<file path="src/rtl/ivt_pkg.sv">
package ivt_pkg;

   typedef enum logic [1:0] {
      ADDR_MODE   = 2'd0,
      ADDR_COUNT  = 2'd1,
      ADDR_RELOAD = 2'd2,
      ADDR_NONE   = 2'd3
   } ivt_addr_e;

   localparam int SEL_W  = 2;
   localparam int MODE_W = 3 + SEL_W;

   typedef struct packed {
      logic [SEL_W-1:0] csel;
      logic             auto_rl;
      logic             enable;
      logic             tc;
   } ivt_mode_t;

endpackage

</file>
<file path="src/rtl/ivt_prescaler.sv">
module ivt_prescaler #(
   parameter int SEL_W = 2,
   parameter int STEP  = 2
) (
   input  logic             clk,
   input  logic             rst_n,
   input  logic [SEL_W-1:0] csel,
   output logic             tick
);
   localparam int NSEL  = 1 << SEL_W;
   localparam int PRE_W = STEP * (NSEL - 1);

   if (SEL_W < 1 || STEP < 1) begin : g_bad_cfg
      $error("ivt_prescaler: SEL_W and STEP must be at least 1");
   end

   logic [PRE_W-1:0] pre_q;
   logic [NSEL-1:0]  opt;

   always_ff @(posedge clk or negedge rst_n) begin
      if (!rst_n) pre_q <= '0;
      else        pre_q <= pre_q + 1'b1;
   end

   for (genvar i = 0; i < NSEL; i++) begin : g_opt
      if (i == 0) begin : g_full
         assign opt[i] = 1'b1;
      end else begin : g_div
         assign opt[i] = (pre_q[i*STEP-1:0] == '0);
      end
   end

   assign tick = opt[csel];
endmodule

</file>
<file path="src/rtl/ivt_down_counter.sv">
module ivt_down_counter #(
   parameter int CNT_W = 16
) (
   input  logic             clk,
   input  logic             rst_n,
   input  logic             tick,
   input  logic             enable,
   input  logic             auto_rl,
   input  logic [CNT_W-1:0] reload_val,
   input  logic             load_en,
   input  logic [CNT_W-1:0] load_val,
   output logic [CNT_W-1:0] count,
   output logic             zero_evt,
   output logic             stop_req
);
   logic [CNT_W-1:0] count_q;
   logic             active;
   logic             at_one;
   logic             at_zero;

   assign active  = tick && enable && !load_en;
   assign at_one  = (count_q == CNT_W'(1));
   assign at_zero = (count_q == '0);

   assign zero_evt = active && at_one;
   assign stop_req = active && !auto_rl && (at_one || at_zero);

   always_ff @(posedge clk or negedge rst_n) begin
      if (!rst_n) begin
         count_q <= '0;
      end else if (load_en) begin
         count_q <= load_val;
      end else if (active) begin
         if (!at_zero)     count_q <= count_q - 1'b1;
         else if (auto_rl) count_q <= reload_val;
      end
   end

   assign count = count_q;
endmodule

</file>
<file path="src/rtl/ivt_mode_reg.sv">
module ivt_mode_reg
   import ivt_pkg::*;
(
   input  logic      clk,
   input  logic      rst_n,
   input  logic      mode_acc,
   input  logic      mode_wr,
   input  ivt_mode_t wr_val,
   input  logic      zero_evt,
   input  logic      stop_req,
   output ivt_mode_t mode
);
   ivt_mode_t mode_q;

   always_ff @(posedge clk or negedge rst_n) begin
      if (!rst_n) begin
         mode_q <= '0;
      end else begin
         if (mode_wr) begin
            mode_q.enable  <= wr_val.enable;
            mode_q.auto_rl <= wr_val.auto_rl;
            mode_q.csel    <= wr_val.csel;
         end else if (stop_req) begin
            mode_q.enable  <= 1'b0;
         end
         if (zero_evt && !mode_q.auto_rl) mode_q.tc <= 1'b1;
         else if (mode_acc)               mode_q.tc <= 1'b0;
      end
   end

   assign mode = mode_q;
endmodule

</file>
<file path="src/rtl/ivt_timer.sv">
module ivt_timer
   import ivt_pkg::*;
#(
   parameter int DATA_W = 16,
   parameter int CNT_W  = 16,
   parameter int STEP   = 2
) (
   input  logic              clk,
   input  logic              rst_n,
   input  logic              reg_en,
   input  logic              reg_wr,
   input  logic [1:0]        reg_addr,
   input  logic [DATA_W-1:0] reg_wdata,
   output logic [DATA_W-1:0] reg_rdata,
   output logic              irq
);
   if (CNT_W < 2 || CNT_W > DATA_W) begin : g_bad_cnt
      $error("ivt_timer: CNT_W must lie in 2..DATA_W");
   end
   if (MODE_W > DATA_W) begin : g_bad_data
      $error("ivt_timer: DATA_W too narrow for the mode register");
   end

   logic             mode_acc, mode_wr, cnt_wr, rld_wr;
   logic             tick, zero_evt, stop_req;
   logic [CNT_W-1:0] count, reload_q;
   logic             irq_q;
   ivt_mode_t        mode, wr_mode;

   assign mode_acc = reg_en && (reg_addr == ADDR_MODE);
   assign mode_wr  = mode_acc && reg_wr;
   assign cnt_wr   = reg_en && reg_wr && (reg_addr == ADDR_COUNT);
   assign rld_wr   = reg_en && reg_wr && (reg_addr == ADDR_RELOAD);
   assign wr_mode  = reg_wdata[MODE_W-1:0];

   ivt_prescaler #(.SEL_W(SEL_W), .STEP(STEP)) u_pre (
      .clk(clk), .rst_n(rst_n), .csel(mode.csel), .tick(tick)
   );

   ivt_mode_reg u_mode (
      .clk(clk), .rst_n(rst_n), .mode_acc(mode_acc), .mode_wr(mode_wr),
      .wr_val(wr_mode), .zero_evt(zero_evt), .stop_req(stop_req), .mode(mode)
   );

   ivt_down_counter #(.CNT_W(CNT_W)) u_cnt (
      .clk(clk), .rst_n(rst_n), .tick(tick), .enable(mode.enable),
      .auto_rl(mode.auto_rl), .reload_val(reload_q), .load_en(cnt_wr),
      .load_val(reg_wdata[CNT_W-1:0]), .count(count),
      .zero_evt(zero_evt), .stop_req(stop_req)
   );

   always_ff @(posedge clk or negedge rst_n) begin
      if (!rst_n) begin
         reload_q <= '0;
         irq_q    <= 1'b0;
      end else begin
         if (rld_wr) reload_q <= reg_wdata[CNT_W-1:0];
         irq_q <= zero_evt;
      end
   end

   always_comb begin
      unique case (reg_addr)
         ADDR_MODE:   reg_rdata = DATA_W'(mode);
         ADDR_COUNT:  reg_rdata = DATA_W'(count);
         ADDR_RELOAD: reg_rdata = DATA_W'(reload_q);
         default:     reg_rdata = '0;
      endcase
   end

   assign irq = irq_q;
endmodule

</file>
<file path="config.mk">
export PLATFORM = sky130hd
export DESIGN_NAME = ivt_timer
export DESIGN_NICKNAME = d
export VERILOG_FILES = /design/src/rtl/ivt_pkg.sv /design/src/rtl/ivt_prescaler.sv /design/src/rtl/ivt_down_counter.sv /design/src/rtl/ivt_mode_reg.sv /design/src/rtl/ivt_timer.sv
export SDC_FILE = /design/constraint.sdc
export NUM_CORES = 1
export LEC_CHECK = 0
export ABC_AREA = 1
export CORE_MARGIN = 2
export CORE_UTILIZATION = 45
export CTS_BUF_LIST = sky130_fd_sc_hd__clkbuf_8
export CTS_CLUSTER_DIAMETER = 80
export DETAILED_ROUTE_END_ITERATION = 10
export PLACE_DENSITY = 0.65
export SLEW_MARGIN = 15
export SYNTH_ARGS = -nofsm -noshare
export SYNTH_HDL_FRONTEND = slang
export SYNTH_SLANG_ARGS = --single-unit
</file>
<file path="constraint.sdc">
create_clock -name clk -period 2.27 [get_ports clk]
set_clock_uncertainty 0.15 [all_clocks]
set_input_delay 0.5675 -clock clk [delete_from_list [all_inputs] [get_ports clk]]
set_output_delay 0.5675 -clock clk [all_outputs]
set_load 0.05 [all_outputs]
</file>
# [After elaboration in Yosys (flattened, before gate mapping)]
# Index checks and enable logic that the tools add are counted.
[totals] in_bits=22 elab_cells=49 register_bits=44
[op_classes] order_cmp=1 n_eq_ne=4 muxes=11 n_reduce_logical=23 add_sub_neg=2
[op_table] operator="two-way mux 16 bit" count=4
[op_table] operator="case mux 16 bit (3 select lines)" count=1
[op_table] operator="== test 16 x 1 -> 1 bit, second input constant" count=1
[op_table] operator="zero test 16 bit" count=1
[op_table] operator="subtractor 16 x 1 -> 16 bit, second input constant" count=1
[op_table] operator="logical AND 1 bit" count=11
[op_table] operator="adder 6 x 1 -> 6 bit, second input constant" count=1
[op_table] operator="zero test 6 bit" count=1
[op_table] operator="nonzero test 2 bit" count=3
[op_table] operator="two-way mux 1 bit" count=5
[op_table] operator="zero test 2 bit" count=2
[op_table] operator="zero test 4 bit" count=1
[op_table] operator="< comparator 2 x 3 -> 1 bit, second input constant" count=1
[op_table] operator="!= test 3 x 2 -> 1 bit, second input constant" count=1
[op_table] operator="binary-select mux 1 bit (select 2 bit)" count=1
[op_table] operator="== test 2 x 1 -> 1 bit, second input constant" count=1
[op_table] operator="== test 2 bit, second input constant" count=1
[op_table] operator="zero test 1 bit" count=2
[op_table] operator="AND reduction 2 bit" count=1
[op_table] operator="logical OR 1 bit" count=1

# [Longest topological paths before layout]
[logic_depth] ltp_word=9 depth_mapped=11

# [Hierarchy]
# From an unflattened synthesis, not the netlist that was laid out.
[unflattened] cells_unflattened=430 area_unflattened_um2=3007.9
[by_module_without_submodules] mod="ivt_down_counter" n_inst=1 cells_per_inst=243 seq_area_each_um2=400.4 area_per_inst_um2=1564.0
[by_module_without_submodules] mod="ivt_timer" n_inst=1 cells_per_inst=137 seq_area_each_um2=425.4 area_per_inst_um2=962.2
[by_module_without_submodules] mod="ivt_prescaler" n_inst=1 cells_per_inst=29 seq_area_each_um2=150.1 area_per_inst_um2=291.5
[by_module_without_submodules] mod="ivt_mode_reg" n_inst=1 cells_per_inst=21 seq_area_each_um2=125.1 area_per_inst_um2=190.2

# [Least setup slack after synthesis]
# No wires, ideal clock.
[synth_path] path_kind="input-to-output" startpoint="in reg_addr[1]" endpoint="out reg_rdata[4]" arrival_time_ns=1.897 path_stages=5 n_path_buf=1 setup_slack_ns=-0.344 required_time_ns=1.553 path_cell_list="inv_1 > nor2_2 > inv_1 > clkbuf_1 > o221ai_1"
[synth_via] elab_chain_len=2 elab_cells_between_ends=4
[synth_lines] item="start, declared" line="ivt_timer.sv:12" rtl="input logic [1:0] reg_addr,"
[synth_lines] item="== test 2 bit, or another cell as far along" line="ivt_timer.sv:63" rtl="unique case (reg_addr)"
[synth_lines] item="case mux 16 bit (3 select lines) (*)" line="ivt_timer.sv:63"
[synth_lines] item="end, declared" line="ivt_timer.sv:14" rtl="output logic [DATA_W-1:0] reg_rdata,"
# Every way passes the cells marked *; elsewhere a longest branch is shown, timed or not.

# [Worst setup path after layout]
[layout_path] startpoint="in reg_addr[1]" endpoint="out reg_rdata[12]"
# Same word-level chain as after synthesis.

==> results.py <==
metrics = {
    "floorplan": {
        "dieArea_um2": 7130,
        "die_x_um": 84.5,
        "num_rows": 29,
        "ioPinCount": 39,
        "die_h_um": 84.5,
        "initial_core_util": 0.461,
        "core_um2": 6310,
    },
    "clock_network": {
        "clkTransAtPathRegs_ps": 100,
        "ctsRootBufferMaster": "clkbuf_8",
        "cts.sinks": 44,
        "cts_buffers": 5,
        "insertion_delay_ps": 300,
        "cts_buffer_depth": 2,
        "tritoncts": "done",
        "hold_buffers": 0,
        "h-tree-depth": 2,
    },
    "timing": {
        "fmax_ghz": 0.448,
        "whs_ps": 189,
        "fin_crit_sh": 0.984,
        "period_needed_ps": 2230,
        "setup_viol": 0,
        "worst_pin_slew_ps": 579,
        "grt_setup_unrepaired": "false",
        "drv_slew": 0,
        "setup_tns_ps": 0,
        "finalHoldViolations": 0,
        "slew_headroom": 0.614,
    },
    "synthesis": {
        "synth_seq_area_share": 0.378,
        "synth_common_cells": "nand2_1, inv_1, dfrtp_1, nor2_1, nand3_1",
        "synth_edf_count": 0,
        "async_reset_ff_frac": 1.00,
        "synth_top_family_by_area": "simple AND/OR/NAND/NOR gates",
        "synth_top_area_cell": "dfrtp_1",
        "syn_avg_cell_area_um2": 6.94,
        "synth_fa_ha_area_frac": 0.0215,
        "ys_seq_elements": 44,
        "ys_types": 32,
        "synth_compound_area_frac": 0.104,
        "synthesis.nets": 447,
        "synthFlopType": "dfrtp_1",
        "yosysMostFrequentCell": "nand2_1",
        "synth_xor_area_frac": 0.0150,
        "yosysTopAreaCellShare": 0.378,
        "syn_inst": 420,
        "netlist_area_um2": 2910,
        "netlist_top_cells_area": "dfrtp_1, nand2_1, inv_1",
        "synth.area.mux_share": 0.0116,
        "yosys.area_share.simple": 0.356,
        "yosysWarnings": 0,
    },
    "pwr": {
        "irDropWorstVdd_mv": 0.582,
        "power.density_nw_per_um2": 982,
        "report.power.total_w": 0.00390,
        "p_leak_nw": 2.01,
    },
    "global_route": {
        "track_usage": 0.233,
        "grt_pass1_wl_um": 13600,
        "overflow": 0,
        "grt_max_degree": 45,
        "antenna_found_initial": 0,
        "grt_pass1_vias": 2870,
    },
    "detailed_routing": {
        "remaining_drc_errors": 0,
        "wl_per_cell_um": 14.1,
        "first_iter_violations": 209,
        "viasPerCell": 5.07,
        "antenna_left": 0,
        "drt_wl_total_um": 7800,
        "vias": 2806,
        "drtPass1Iterations": 4,
    },
    "placed_design": {
        "hpwlAfterDp_um": 5500,
        "placed_area_um2": 3680,
        "place_congestion": 0.814,
        "portBuffers": 38,
    },
    "worst_setup_path": {
        "end_kind": "primary output",
        "cp_cell_sequence": "buf_2 -> inv_6 -> buf_4 -> nand2_8 -> buf_12 -> o22ai_4 -> buf_12",
        "timing.rr.start": "u_cnt.count[0]$_DFFE_PN0P_",
        "crit_fanout": 10,
        "worstPathArrival_ps": 1520,
        "reg2reg_depth": 10,
        "path_class": "in2out",
        "start_kind": "input port",
        "r2r_setup_slack_ps": 220,
        "cpMostUsedCell": "buf_12",
        "slowest_stage": "buf_12",
        "worstPathRequired_ps": 1550,
        "slowest_delay_ps": 170,
        "r2r-end": "u_cnt.count[14]$_DFFE_PN0P_",
    },
    "finish": {
        "nets": 502,
        "n_antenna_cell": 0,
        "drive_gt1_frac": 0.197,
        "final_area_um2": 3970,
        "area_delta_synth_final_pct": 36.4,
    },
    "run_status": {
        "status": "finished clean",
    },
    "worst_hold_path": {
        "hold_class": "in2async",
    },
    "flow_run": {
        "maxCapViolCount": 0,
    },
}
==> cell type report <==
class	instances	area (um^2)
sequential	44	1100
multi-input combinational	299	1650
clock inverter	3	38.8
fill	577	2340
tap	77	96.3
timing repair buffer	62	776
inverter	63	241
clock buffer	5	68.8
==> sequential cells by signal (all words and copies together) (netlist names) <==
signal	count
reload_q	16
u_cnt.count	16
u_pre.pre_q	6
u_mode.mode	5
irq	1
==> cell usage in the layout, fill, tap and decap left out, types with 4 or more instances in the layout <==
cell and n:
o21ai_0 21, nor2_4 5, o21ai_1 4, nand3_1 36
nor2_1 43, ha_1 5, xor2_1 4, a21oi_1 11
clkbuf_8 5, inv_1 60, buf_4 18, dfrtp_1 44
o22ai_4 7, clkdlybuf4s50_1 19, nand2_1 129, nor2_2 5
buf_12 19, nand3_2 4
==> cells by family (layout without fill, tap and decap cells) <==
| kind of cell | after synthesis | in the layout |
|---|---|---|
| compound gates | 53 | 53 |
| xor+xnor | 5 | 5 |
| fa+ha+maj | 5 | 5 |
| buf+inv | 77 | 133 |
| flops | 44 | 44 |
| mux | 3 | 3 |
| simple gates | 233 | 233 |
==> report_power, final <==
group	internal [W]	switching, W
combinational	0.000827	0.00125
clock	0.000323	0.000286
sequential	0.000983	0.000233
==> stage by stage <==
stage	std cells	setup slack (ps)	util
after floorplan	420	-269	-
after global placement	543	-346	0.583
after detailed placement	543	-383	0.583
after CTS	553	9.11	0.629
after global routing	553	3.92	0.629
final	553	35.4	0.629
==> worst max-delay path, delay by kind of cell <==
kind / cells / cell delay [ps]
buf+inv: 5 / 670
compound gates: 1 / 170
simple gates: 1 / 100
==> worst max-delay path by stage <==
stage / startpoint / to / slack, ps / depth (start not counted)
after floorplan: reg_addr[1] / reg_rdata[10] / -270 / 5
after global placement: reg_addr[1] / reg_rdata[3] / -350 / 6
after detailed placement: reg_addr[1] / reg_rdata[7] / -380 / 7
after CTS: reg_addr[0] / reg_rdata[8] / 9 / 6
after global routing: reg_addr[1] / reg_rdata[9] / 4 / 7
final: reg_addr[1] / reg_rdata[12] / 40 / 7
==> what timing repair did <==
action / 4_1_cts / 5_1_grt
pin swaps: 3 / 2
setup endpoints to repair: 16 / 15
resized for setup: 34 / 4
buffers inserted: 2 / 0
==> per-layer routing <==
metal	routed length (um)	part of all wire	global-route usage
met5	0	0	0
met4	104	0.013	0.0750
met3	467	0.060	0.0433
met2	3600	0.46	0.384
met1	3620	0.46	0.313
No activity file was read; power rests on OpenSTA's default activity.
